## src/rtl/ob_offset_corr.sv

```systemverilog
module ob_offset_corr #(
  parameter int DW       = 12,
  parameter int OB_N     = 48,
  parameter int AVG_MODE = 0,
  parameter int LEAKY    = 0
) (
  input  logic          clk,
  input  logic          rst_n,
  input  logic          in_vld,
  input  logic [1:0]    in_col,
  input  logic          in_ob,
  input  logic          in_act,
  input  logic [DW-1:0] in_dat,
  output logic          out_vld,
  output logic [1:0]    out_col,
  output logic [DW-1:0] out_dat
);
  localparam int CW    = $clog2(OB_N + 1);
  localparam int P2LOG = $clog2(OB_N) - 1;
  localparam int TAKE  = AVG_MODE != 0 ? (1 << P2LOG) : OB_N;
  localparam int AW    = DW + CW;
  localparam int SH    = DW + 2 * CW + 1;
  localparam int PW    = AW + SH;
  localparam longint RECIP = ((64'd1 << SH) + OB_N - 1) / OB_N;

  logic [AW-1:0] acc [3];
  logic [CW-1:0] cnt [3];
  logic [DW-1:0] off [3];
  logic [DW-1:0] nxt [3];
  logic          seen;
  logic [DW-1:0] cur_off;
  logic          cur_upd;
  logic [DW:0]   diff;

  wire is_col  = in_col != 2'd3;
  wire take_ob = in_vld && in_ob && is_col;
  wire commit  = in_vld && !in_ob && seen;

  for (genvar g = 0; g < 3; g++) begin : g_col
    logic [DW-1:0] avg;
    if (AVG_MODE != 0) begin : g_shift
      assign avg = DW'(acc[g] >> P2LOG);
    end else begin : g_recip
      logic [PW-1:0] prod;
      assign prod = PW'(acc[g]) * PW'(RECIP);
      assign avg  = DW'(prod >> SH);
    end
    if (LEAKY != 0) begin : g_leak
      logic signed [DW+1:0] d;
      logic signed [DW+1:0] s;
      assign d = $signed({2'b00, avg}) - $signed({2'b00, off[g]});
      assign s = $signed({2'b00, off[g]}) + (d >>> 3);
      assign nxt[g] = s[DW-1:0];
    end else begin : g_direct
      assign nxt[g] = avg;
    end

    always_ff @(posedge clk) begin
      if (!rst_n) begin
        acc[g] <= '0;
        cnt[g] <= '0;
        off[g] <= '0;
      end else if (commit) begin
        acc[g] <= '0;
        cnt[g] <= '0;
        if (cnt[g] != '0) off[g] <= nxt[g];
      end else if (take_ob && in_col == 2'(g) && cnt[g] < CW'(TAKE)) begin
        acc[g] <= acc[g] + AW'(in_dat);
        cnt[g] <= cnt[g] + 1'b1;
      end
    end
  end

  always_comb begin
    case (in_col)
      2'd1:    begin cur_off = off[1]; cur_upd = cnt[1] != '0; end
      2'd2:    begin cur_off = off[2]; cur_upd = cnt[2] != '0; end
      default: begin cur_off = off[0]; cur_upd = cnt[0] != '0; end
    endcase
    if (commit && cur_upd) begin
      case (in_col)
        2'd1:    cur_off = nxt[1];
        2'd2:    cur_off = nxt[2];
        default: cur_off = nxt[0];
      endcase
    end
  end

  assign diff = {1'b0, in_dat} - {1'b0, cur_off};

  always_ff @(posedge clk) begin
    if (!rst_n) begin
      seen    <= 1'b0;
      out_vld <= 1'b0;
      out_col <= 2'd0;
      out_dat <= '0;
    end else begin
      if (commit) seen <= 1'b0;
      else if (take_ob) seen <= 1'b1;
      out_vld <= in_vld && in_act && !in_ob && is_col;
      out_col <= in_col;
      out_dat <= diff[DW] ? '0 : diff[DW-1:0];
    end
  end
endmodule


```

## config.mk

```make
export PLATFORM = sky130hd
export DESIGN_NAME = ob_offset_corr
export DESIGN_NICKNAME = d
export VERILOG_FILES = /design/src/rtl/ob_offset_corr.sv
export SDC_FILE = /design/constraint.sdc
export NUM_CORES = 1
export LEC_CHECK = 0
export BUFFER_PORTS_ARGS = -buffer_cell sky130_fd_sc_hd__buf_4
export CORE_MARGIN = 5
export CORE_UTILIZATION = 30
export CTS_BUF_LIST = sky130_fd_sc_hd__clkbuf_8
export DETAILED_ROUTE_END_ITERATION = 12
export SLEW_MARGIN = 30
export SYNTH_ARGS = -nofsm -noshare
export SYNTH_HDL_FRONTEND = slang
export SYNTH_SLANG_ARGS = --single-unit
```

## constraint.sdc

```tcl
create_clock -name clk -period 19.9 [get_ports clk]
set_input_delay 0.995 -clock clk [delete_from_list [all_inputs] [get_ports clk]]
set_output_delay 0.995 -clock clk [all_outputs]
set_load 0.03 [all_outputs]
```

==> results.md <==
* Resize count post-CTS at 0
* Synth Cell Area at 21400 sq um
* Fraction of final layout cells sized beyond drive strength 1 at about 4.6%
* Synth Area in Compound Gates at 10.0%
* Synth Flop Type: edfxtp_1
* NetSw at 1.45 mW
* Register area share after synthesis at 16.7%
* Die H at 277 um
* R2r startpoint: acc[1][5]$_SDFFCE_PN0P_
* Drt total wl at ~50 mm
* Global-route wire length before repair at ~84 mm
* Worst VDD drop at about 0.076 mV
* DRT iter0 DRCs at roughly 620
* Skew-Pair Late Insertion Delay at about 0.47 ns
* Setup Fix Bufs, Post-CTS at 0
* Startpoint types: flip-flop
* Critical path's most frequent cell: fa_1
* Worst hold-check slack at approximately 0.47 ns
* Clk root buf: clkbuf_8
* WP data required at 20.20 ns
* Post-DRT Antenna Nets at 0
* Initial antenna violation count at 4
* Top cell type's share of synthesized area at between 20% and 30%
* Status: finished clean
* H-tree depth at 4
* RSZ-0062 raised after global routing: no
* Critical path class: flip-flop to flip-flop
* Clk buf depth at 2
* Worst slew pin tran at roughly 0.87 ns
* R2r setup slk at 11.23 ns
* Cts bufs inserted at 17
* Largest net degree at the start of global routing at 33
* Worst hold path class: flip-flop to flip-flop
* PwrDens at around 120 nW/um^2
* Worst Setup EP: out_dat[3]$_SDFF_PP0_
* Combinational power share at approximately 79%
* Slowest CP cell: fa_1
* Clock Skew at 0.0226 ns
* Starting Density at 30.1%
* Total GRT Usage at 13.5%
* DP HPWL at between 40 and 50 mm
* IO Pins at 34
* Simple-gate share of the synthesized area at under 10%
* Flops & latches, synth at approximately 120
* Syn Area/Cell at ~10 sq um
* Fmax achieved at 115 MHz
* Slew headroom at between 40% and 50%
* Final slew viol count at 0
* Crit path DAT at approximately 9 ns
* Critical path endpoint category: flip-flop
* Synth area leaders: fa_1, ha_1, edfxtp_1
* Most area-hungry cell type in the Yosys netlist: fa_1
* Layout Cells excl Fill at about 3100
* Syn Nets at roughly 2900
* Period utilisation layout at around 44%
* Final Hold Fails at 0
* Number of warnings issued by yosys at 0
* Sw Share at between 50% and 60%
* NumNets Final at 2900
* Post-synthesis mux area share at less than 1%
* Standard-cell row count at 98
* Gr ovfl total at 0
* Lkg Pwr at roughly 12 nW
* Final Critical Period at around 8.7 ns
* DR DRC count at 0
* Int Pwr at between 1 and 1.5 mW
* MaxCap Viol Count at 0
* Crit-path max FO at 12
* Hold-fix buffers at CTS at 0
* Die width at between 200 and 300 um
* Post-synth cell types at between 70 and 80
* EDFF count, synth at about 110
* Synth Area in Adders at around 52%
* Area of the core at ~71000 sq um
* Number of global-route vias before repair at between 15000 and 20000
* DRT Pass-1 Iters at 5
* Setup WS pre-CTS at between 10 and 15 ns
* Post-Syn Instances at approximately 2100
* Clock share of power at between 10 and 15%
* Clock slew at reported path FFs at around 0.08 ns
* Part of the power in registers at between 10% and 20%
* Final setup violation count at 0
* Routed WL per cell at 16.0 um
* Slowest Stage Delay on Critical Path at between 0.5 and 0.6 ns
* CTS sink cnt at approximately 120
* Avg Vias per Cell at 4.63
* Worst flop-to-flop path endpoint: out_dat[3]$_SDFF_PP0_
* Vias at around 15000
* Final setup margin at between 10 and 15 ns
* Crit. Startpoint: acc[1][5]$_SDFFCE_PN0P_
* Inst Count DP at 3105
* CTS tree: done
* Placer Congestion at just under 0.9
* Die area at ~77000 sq um
* Layout area overhead at 8.96%
* Setup total negative slack at 0 ns
* Largest family of logic cells by synthesized area: adder cells
* Number of buffers added on ports at 33
* XOR/XNOR share of the synthesized area at between 3 and 4%
* Asr flop ratio synth at 0%
* Reg2reg path depth at 32
[layout by cell type (no fill, tap or decap), drive strengths merged, types with 12 or more instances in the layout]
cell	instances
dfxtp	16
nor2b	17
o21ai	61
xor2	35
nor2	135
edfxtp	108
o21a	18
inv	495
nand3	42
ha	415
clkbuf	17
nand4	14
and3	15
xnor2	52
a211oi	14
a21oi	80
and4	15
a21o	28
nand2	68
fa	292
nor3	33
nand2b	12
buf	43
[kinds of logic (layout without fill, tap and decap cells)]
kind of cell             count (synthesis)  count (layout)
flip-flops                             124             124
multiplexers                             5               5
buffers and inverters                  517             565
adder cells (fa/ha/maj)                707             707
AO/OA/AOI/OAI                          313             313
XOR/XNOR                                87              87
AND/OR/NAND/NOR                        386             386
other                                    0               1
[flip-flops by register name, summed over array words and instances, names as in the netlist]
name     flops
cnt         18
out_dat     12
acc         54
out_col      2
off         36
seen         1
out_vld      1
[critical path, delay by kind of cell, from the launching register on]
family / cells / cell delay (ns)
AND/OR/NAND/NOR: 3 / 0.52
buffers and inverters: 5 / 0.32
flip-flops: 1 / 0.48
AO/OA/AOI/OAI: 14 / 3.04
XOR/XNOR: 1 / 0.32
adder cells (fa/ha/maj): 9 / 3.83
[power groups by stage]
stage / combinational [mW] / sequential, mW / clock, mW
3_5_place_dp: 2.20 / 0.325 / 0
2_1_floorplan: 1.63 / 0.326 / 0
4_1_cts: 2.22 / 0.319 / 0.293
3_3_place_gp: 2.19 / 0.325 / 0
5_1_grt: 2.53 / 0.321 / 0.304
6_report: 2.21 / 0.319 / 0.288
[cell usage after synthesis (15+ instances only)]
cell type	number
nor3_1	33
o21ai_0	58
inv_1	490
a21oi_1	80
a21o_1	27
fa_1	292
edfxtp_1	108
nor2b_1	17
ha_1	415
nand2_1	67
o21a_1	17
clkbuf_1	27
xnor2_1	52
nand3_1	42
and3_1	15
xor2_1	35
nor2_1	135
dfxtp_1	16
[per-layer routing]
metal	up-vias	global-route usage (%)	wire, um	part of all wire [%]
li1	7204	-	-	-
met1	7131	18.6	23900	47
met2	178	23.2	24500	49
met3	24	1.76	1470	2.9
met4	4	1.96	416	0.83
met5	-	0	21	0.042
[stage by stage]
step | instance area (sq um) | power [mW] | utilization, %
6_report | 23300 | 2.82 | 32.8
5_1_grt | 23300 | 3.16 | 32.8
4_1_cts | 23300 | 2.84 | 32.8
3_5_place_dp | 22800 | 2.52 | 32.1
3_3_place_gp | 22800 | 2.51 | 32.1
2_1_floorplan | 21400 | 1.96 | -
[cell type report]
class,count,area [sq um]
Antenna cell,1,2.50
Clock buffer,17,234
Clock inverter,15,258
Fill cell,7285,47800
Inverter,490,1840
Multi-Input combinational cell,1498,15900
Sequential cell,124,3560
Tap cell,950,1190
Timing Repair Buffer,43,323
[how the worst min path moves through the flow]
stage                      startpoint                end  slack [ns]  cells after the start
CTS                 seen$_SDFFE_PP0P_  seen$_SDFFE_PP0P_        0.47                      1
finish              seen$_SDFFE_PP0P_  seen$_SDFFE_PP0P_        0.47                      1
floorplan           seen$_SDFFE_PP0P_  seen$_SDFFE_PP0P_        0.43                      1
global route        seen$_SDFFE_PP0P_  seen$_SDFFE_PP0P_        0.51                      1
detailed placement  seen$_SDFFE_PP0P_  seen$_SDFFE_PP0P_        0.45                      1
global placement    seen$_SDFFE_PP0P_  seen$_SDFFE_PP0P_        0.45                      1
No activity file was read; power rests on OpenSTA's default activity.
